<file path="src/rtl/pwr_ctl_pkg.sv">
package pwr_ctl_pkg;

  localparam int unsigned BIT_ADC_L       = 0;
  localparam int unsigned BIT_MIC_L       = 1;
  localparam int unsigned BIT_GAIN_L      = 2;
  localparam int unsigned BIT_MONO_OUT    = 3;
  localparam int unsigned BIT_STEREO_OUT  = 4;
  localparam int unsigned BIT_BEEP_MONO   = 5;
  localparam int unsigned BIT_BEEP_STEREO = 6;
  localparam int unsigned BIT_VREF        = 7;

  typedef struct packed {
    logic vref;
    logic beep_stereo;
    logic beep_mono;
    logic stereo_out;
    logic mono_out;
    logic gain_l;
    logic mic_amp;
    logic adc_dig;
    logic adc_r;
    logic adc_l;
  } pwr_en_t;

  // Combine the stored word and the external right-ADC bit into enables.
  function automatic pwr_en_t decode_pwr(input logic [7:0] word, input logic adc_r);
    pwr_en_t e;
    e.adc_l       = word[BIT_ADC_L];
    e.adc_r       = adc_r;
    e.adc_dig     = word[BIT_ADC_L] | adc_r;
    e.mic_amp     = word[BIT_MIC_L];
    e.gain_l      = word[BIT_MIC_L] | word[BIT_GAIN_L];
    e.mono_out    = word[BIT_MONO_OUT];
    e.stereo_out  = word[BIT_STEREO_OUT];
    e.beep_mono   = word[BIT_BEEP_MONO];
    e.beep_stereo = word[BIT_BEEP_STEREO];
    e.vref        = word[BIT_VREF];
    return e;
  endfunction

  // Width needed to hold counts 0 .. cycles-1.
  function automatic int unsigned warm_cnt_width(input int unsigned cycles);
    return (cycles > 2) ? $clog2(cycles) : 1;
  endfunction

endpackage

</file>
<file path="src/rtl/pwr_reg_bank.sv">
module pwr_reg_bank #(
  parameter int unsigned ADDR_W   = 8,
  parameter int unsigned DATA_W   = 8,
  parameter int unsigned REG_ADDR = 0,
  parameter logic [DATA_W-1:0] RST_VAL = '0
) (
  input  logic              clk,
  input  logic              rst_n,
  input  logic              wr_en,
  input  logic [ADDR_W-1:0] addr,
  input  logic [DATA_W-1:0] wdata,
  output logic [DATA_W-1:0] rdata,
  output logic [DATA_W-1:0] word_q,
  output logic              wr_hit
);

  localparam logic [ADDR_W-1:0] MY_ADDR = ADDR_W'(REG_ADDR);

  logic addr_hit;

  assign addr_hit = (addr == MY_ADDR);
  assign wr_hit   = wr_en & addr_hit;

  always_ff @(posedge clk or negedge rst_n) begin
    if (!rst_n) begin
      word_q <= RST_VAL;
    end else if (wr_hit) begin
      word_q <= wdata;
    end
  end

  assign rdata = addr_hit ? word_q : '0;

endmodule

</file>
<file path="src/rtl/pwr_decoder.sv">
module pwr_decoder
  import pwr_ctl_pkg::*;
(
  input  logic [7:0] word,
  input  logic       adc_r,
  output pwr_en_t    en
);

  always_comb begin
    en = decode_pwr(word, adc_r);
  end

endmodule

</file>
<file path="src/rtl/adc_warmup.sv">
module adc_warmup
  import pwr_ctl_pkg::*;
#(
  parameter int unsigned INIT_CYCLES = 2081,
  localparam int unsigned CNT_W = warm_cnt_width(INIT_CYCLES)
) (
  input  logic             clk,
  input  logic             rst_n,
  input  logic             pwr_l,
  input  logic             pwr_r,
  input  logic             fs_tick,
  output logic             start_evt,
  output logic             any_on,
  output logic             last_tick,
  output logic [CNT_W-1:0] cnt_q,
  output logic             done_q,
  output logic             data_valid
);

  localparam logic [CNT_W-1:0] TERM = CNT_W'(INIT_CYCLES - 1);

  logic prev_l_q;
  logic prev_r_q;

  assign start_evt = (pwr_l & ~prev_l_q) | (pwr_r & ~prev_r_q);
  assign any_on    = pwr_l | pwr_r;
  assign last_tick = fs_tick & ~done_q & (cnt_q == TERM);

  always_ff @(posedge clk or negedge rst_n) begin
    if (!rst_n) begin
      prev_l_q <= 1'b0;
      prev_r_q <= 1'b0;
    end else begin
      prev_l_q <= pwr_l;
      prev_r_q <= pwr_r;
    end
  end

  always_ff @(posedge clk or negedge rst_n) begin
    if (!rst_n) begin
      cnt_q  <= '0;
      done_q <= 1'b0;
    end else if (start_evt || !any_on) begin
      cnt_q  <= '0;
      done_q <= 1'b0;
    end else if (fs_tick && !done_q) begin
      if (last_tick) begin
        cnt_q  <= '0;
        done_q <= 1'b1;
      end else begin
        cnt_q <= cnt_q + 1'b1;
      end
    end
  end

  assign data_valid = done_q & any_on & ~start_evt;

endmodule

</file>
<file path="src/rtl/pwr_ctl_reg.sv">
module pwr_ctl_reg
  import pwr_ctl_pkg::*;
#(
  parameter int unsigned ADDR_W      = 8,
  parameter int unsigned REG_ADDR    = 0,
  parameter int unsigned INIT_CYCLES = 2081
) (
  input  logic              clk,
  input  logic              rst_n,
  input  logic              wr_en,
  input  logic [ADDR_W-1:0] addr,
  input  logic [7:0]        wdata,
  output logic [7:0]        rdata,
  input  logic              adc_r_pwr,
  input  logic              fs_tick,
  output logic              en_adc_l,
  output logic              en_adc_r,
  output logic              en_adc_dig,
  output logic              en_mic_amp,
  output logic              en_gain_l,
  output logic              en_mono_out,
  output logic              en_stereo_out,
  output logic              en_beep_mono,
  output logic              en_beep_stereo,
  output logic              en_vref,
  output logic              adc_valid
);

  localparam int unsigned CNT_W = warm_cnt_width(INIT_CYCLES);

  logic [7:0]       word_q;
  logic             wr_hit;
  pwr_en_t          en;
  logic             start_evt;
  logic             any_on;
  logic             last_tick;
  logic [CNT_W-1:0] warm_cnt;
  logic             warm_done;

  pwr_reg_bank #(
    .ADDR_W  (ADDR_W),
    .DATA_W  (8),
    .REG_ADDR(REG_ADDR),
    .RST_VAL (8'h00)
  ) u_bank (
    .clk   (clk),
    .rst_n (rst_n),
    .wr_en (wr_en),
    .addr  (addr),
    .wdata (wdata),
    .rdata (rdata),
    .word_q(word_q),
    .wr_hit(wr_hit)
  );

  pwr_decoder u_dec (
    .word (word_q),
    .adc_r(adc_r_pwr),
    .en   (en)
  );

  adc_warmup #(
    .INIT_CYCLES(INIT_CYCLES)
  ) u_warm (
    .clk       (clk),
    .rst_n     (rst_n),
    .pwr_l     (word_q[BIT_ADC_L]),
    .pwr_r     (adc_r_pwr),
    .fs_tick   (fs_tick),
    .start_evt (start_evt),
    .any_on    (any_on),
    .last_tick (last_tick),
    .cnt_q     (warm_cnt),
    .done_q    (warm_done),
    .data_valid(adc_valid)
  );

  assign en_adc_l       = en.adc_l;
  assign en_adc_r       = en.adc_r;
  assign en_adc_dig     = en.adc_dig;
  assign en_mic_amp     = en.mic_amp;
  assign en_gain_l      = en.gain_l;
  assign en_mono_out    = en.mono_out;
  assign en_stereo_out  = en.stereo_out;
  assign en_beep_mono   = en.beep_mono;
  assign en_beep_stereo = en.beep_stereo;
  assign en_vref        = en.vref;

endmodule

</file>
<file path="config.mk">
export PLATFORM = sky130hd
export DESIGN_NAME = pwr_ctl_reg
export DESIGN_NICKNAME = d
export VERILOG_FILES = /design/src/rtl/pwr_ctl_pkg.sv /design/src/rtl/pwr_reg_bank.sv /design/src/rtl/pwr_decoder.sv /design/src/rtl/adc_warmup.sv /design/src/rtl/pwr_ctl_reg.sv
export SDC_FILE = /design/constraint.sdc
export NUM_CORES = 1
export LEC_CHECK = 0
export BUFFER_PORTS_ARGS = -buffer_cell sky130_fd_sc_hd__clkbuf_2
export CAP_MARGIN = 20
export CORE_AREA = 2 2 68 57
export DETAILED_ROUTE_END_ITERATION = 7
export DIE_AREA = 0 0 70 59
export SLEW_MARGIN = 5
export SYNTH_ARGS = -nofsm -noshare
export SYNTH_HDL_FRONTEND = slang
export SYNTH_HIERARCHICAL = 1
export SYNTH_SLANG_ARGS = --single-unit
</file>
<file path="constraint.sdc">
create_clock -name clk -period 1.8 [get_ports clk]
set_input_delay 0.27 -clock clk [delete_from_list [all_inputs] [get_ports clk]]
set_output_delay 0.27 -clock clk [all_outputs]
set_load 0.02 [all_outputs]
</file>
### Word level (Yosys, flattened, before mapping)

Cells that the tools add are included.

| word-level totals | value |
|---|---|
| output and inout bits | 19 |
| flip-flop bits (word level) | 23 |
| word-level logic and storage cells | 36 |

| operators by class | value |
|---|---|
| reductions and logical operators | 8 |
| mux-type cells | 7 |
| add/subtract/negate cells | 1 |
| bitwise logic cells | 14 |
| eq/ne operators | 1 |

Operator list:

| operator | count |
|---|---|
| $mux W12 | 3 |
| $add A12 B1 Y12 const B | 1 |
| $eq A12 B12 Y1 const B | 1 |
| $logic_not A8 Y1 | 1 |
| $mux W8 | 1 |
| $and A1 B1 Y1 | 7 |
| $not A1 Y1 | 4 |
| $reduce_bool A2 Y1 | 2 |
| $mux W1 | 3 |
| $or A1 B1 Y1 | 3 |
| $logic_not A1 Y1 | 2 |
| $reduce_and A2 Y1 | 1 |
| $logic_and A1 B1 Y1 | 1 |
| $logic_or A1 B1 Y1 | 1 |

### Longest topological paths before layout

| logic depth | value |
|---|---|
| word-level depth | 6 |
| mapped depth | 7 |
| mapped depth without buffers | 6 |

### Modules after synthesis

Netlist, hierarchy kept.

Modules (own cells, without submodules):

| module | cells each | times used | area each (um^2) | seq. area each (um^2) |
|---|---|---|---|---|
| adc_warmup | 92 | 1 | 829.5 | 375.4 |
| pwr_reg_bank | 28 | 1 | 422.9 | 200.2 |
| pwr_decoder | 10 | 1 | 72.6 | 0.0 |

### Least setup slack after synthesis

OpenSTA, ideal clock, no wires.

| timing | value |
|---|---|
| kind | reg2out |
| from | register u_bank.word_q[0] |
| to | output port adc_valid |
| arrival time | 1320 ps |
| data required time | 1530 ps |
| slack | 210 ps |
| stages on the path, launching flop included | 5 |
| cell sequence | dfrtp_1 -> nor2b_1 -> or3_1 -> clkbuf_2 -> nor2_1 |

| on the way | value |
|---|---|
| cells in the longest elaborated chain, start to end | 4 |
| elaborated cells between the ends (all ways) | 6 |

Ends and longest elaborated chain:

| what | line | source |
|---|---|---|
| from (decl) | pwr_reg_bank.sv:13 | `output logic [DATA_W-1:0] word_q,` |
| from (signal assigned) | pwr_reg_bank.sv:28 | `word_q <= wdata;` |
| $and A1 B1 Y1 | adc_warmup.sv:25 | `assign start_evt = (pwr_l & ~prev_l_q) \| (pwr_r & ~prev_r_q);` |
| $or A1 B1 Y1 | adc_warmup.sv:25 |  |
| $not A1 Y1 | adc_warmup.sv:56 | `assign data_valid = done_q & any_on & ~start_evt;` |
| $and A1 B1 Y1 * | adc_warmup.sv:56 |  |
| to (decl) | pwr_ctl_reg.sv:26 | `output logic adc_valid` |

Every way passes the cells marked *; elsewhere a longest branch is shown, timed or not.

### Worst setup path after layout

Same ends and word-level chain as after synthesis.

==> impl_metrics.ini <==
[run_status]
status = complete, but fails checks
violations = hold timing

[clock_tree]
clockBufferDepth = 2
cts_tree = yes
insertion_delay_ns = 0.26
clk_pin_slew_ns = 0.08
htreeDepth = 1
clock-root-buffer = clkbuf_8
cts_buffers = 3
cts_num_sinks = 23

[power]
p_sw_mw = 0.246
ir_drop_mv = 0.394
internal-power_mw = 0.742
pwr_density_cell_nw_per_um2 = 623
finalPower_mw = 0.988
power_frac_seq_pct = 54.7
switching_share_pct = 24.9
p_clk_share_pct = 32.8
p_leak_nw = 0.759
comb_power_share_pct = 12.5

[grt]
met2_usage_pct = 21.1
overflow = 0
met3_usage_pct = 3.23
grt_usage_pct = 14.1
grt_pass1_vias = 998
grt_max_degree = 24
grt_pass1_wl_mm = 4.62
antenna_found_initial = 0
grt-busiest-layer = met2
use_met1_pct = 20.2

[critical_path]
endpoint_kind = output port
r2r_end = u_warm/cnt_q[9]$_DFFE_PN0P_
worstPathRequired_ns = 1.53
crit_type = reg -> out
rrSetupSlack_ns = 0.19
rr_worst_depth = 5
cp_max_fo = 7
arrival_ns = 1.48
worstReg2RegStart = u_warm/done_q$_DFFE_PN0P_
crit_path_start_kind = flop

[detailed_routing]
routed_wl_mm = 2.89
drtIter0Drc = 27
viasPerCell = 5.20
wl_per_cell_um = 13.9
dr.pass1.iters = 4
vias = 1081
ant_nets = 0
drc = 0

[floorplanning]
start_util_pct = 38.8
die_w_um = 70
core_um2 = 3380
io_pins = 40
die-area_um2 = 4130
die_h_um = 59
rows = 19

[timing]
finalClockSkew_ns = 0.00259
tightest_slew_ns = 0.573
report.final.slew_viol_count = 0
period_needed_ns = 1.75
setup_tns_ns = 0
hold_viol_final = 23
setup_viol = 0
slew_headroom_pct = 61.8
holdWs_ns = -0.0134
rsz0062_at_grt = false
period_share_pct = 97.2
fmax_mhz = 571

[synthesis]
synth_nets = 150
synth_cells = 127
yosysWarnings = 6
syn_area_um2 = 1310
synth.avg_cell_area_um2 = 10.3

[place]
dp_hpwl_mm = 2.15
placed_area_um2 = 1510
placed_cells = 201
gp_congestion = 0.771
numPortBuffers = 39

[final_layout]
fin_nets = 190
final_cell_area_um2 = 1590
finalNonFillerCells = 208
areaGrowthSynthToFinish_pct = 20.9
diodes = 0
nFillCells = 337
drive_above_1_share_pct = 45.8

[job]
cap_viol_max_count = 0

[worst_hold_path]
hold_class = in -> async
==> state kept, by name, indices dropped and copies added, names as in the netlist <==
register	cells
u_bank/word_q	8
u_warm/cnt_q	12
u_warm/done_q	1
u_warm/prev_l_q	1
u_warm/prev_r_q	1
==> layout by cell type, fill, tap and decap left out, drive strengths merged <==
cell type / instances
clkbuf: 42
dfrtp: 23
a21oi: 11
buf: 9
and3: 9
mux2: 8
nand2: 8
or3: 7
o21ai: 6
inv: 5
nand3: 5
nor4: 5
nor2: 4
nand4: 3
or2: 3
nor2b: 3
nor4b: 2
nand2b: 2
o31ai: 2
or4: 2
ha: 2
and3b: 1
nand3b: 1
a31oi: 1
and4: 1
xnor2: 1
==> timing repair <==
action                                  CTS  global route
endpoints found under the setup margin    1             1
pin swaps                                 1             0
hold buffers                              0             0
buffers inserted                          2             1
resized for setup                         2             1
==> metal layers <==
metal  vias to the layer above  routed length (µm)
li1                        530                   -
met1                       525                1350
met2                        24                1420
met3                         2                  89
met4                         0                  27
met5                         -                   0
==> power by group through the flow <==
stage          clock (mW)  combinational (mW)  sequential [mW]
6_report            0.324               0.124            0.540
5_1_grt             0.350               0.135            0.542
4_1_cts             0.333               0.124            0.540
3_5_place_dp            0               0.117            0.551
3_3_place_gp            0               0.114            0.550
2_1_floorplan           0              0.0737            0.548
==> critical path, cell delays in order, from the launching register on <==
cell	delay [ns]
dfrtp_1	0.42
nor2b_1	0.16
or3_4	0.38
nor2_1	0.11
buf_4	0.15
==> worst max path at each step <==
stage / to / start / cells after the start
after global placement: adc_valid / adc_r_pwr / 5
after floorplan: adc_valid / u_bank/word_q[0]$_DFFE_PN0P_ / 4
after detailed placement: u_warm/cnt_q[4]$_DFFE_PN0P_ / u_bank/word_q[0]$_DFFE_PN0P_ / 4
after CTS: adc_valid / u_bank/word_q[0]$_DFFE_PN0P_ / 4
final: adc_valid / u_bank/word_q[0]$_DFFE_PN0P_ / 4
after global routing: adc_valid / u_bank/word_q[0]$_DFFE_PN0P_ / 4
==> through the flow <==
step,utilization [%],setup WS [ns]
5_1_grt,47.0,0.00751
3_3_place_gp,44.7,0.194
4_1_cts,46.7,0.0255
2_1_floorplan,-,0.217
3_5_place_dp,44.7,0.0727
6_report,47.0,0.0500
==> final cells by class <==
| type | count | area (µm²) | area share, % |
|---|---|---|---|
| flip-flops and latches | 23 | 576 | 36.3 |
| well taps | 42 | 52.6 | 3.31 |
| clock buffers | 4 | 45.0 | 2.84 |
| inverters | 5 | 18.8 | 1.18 |
| multi-input cells | 87 | 636 | 40.1 |
| repair buffers | 47 | 258 | 16.3 |
(Power assumes the default switching activity.)
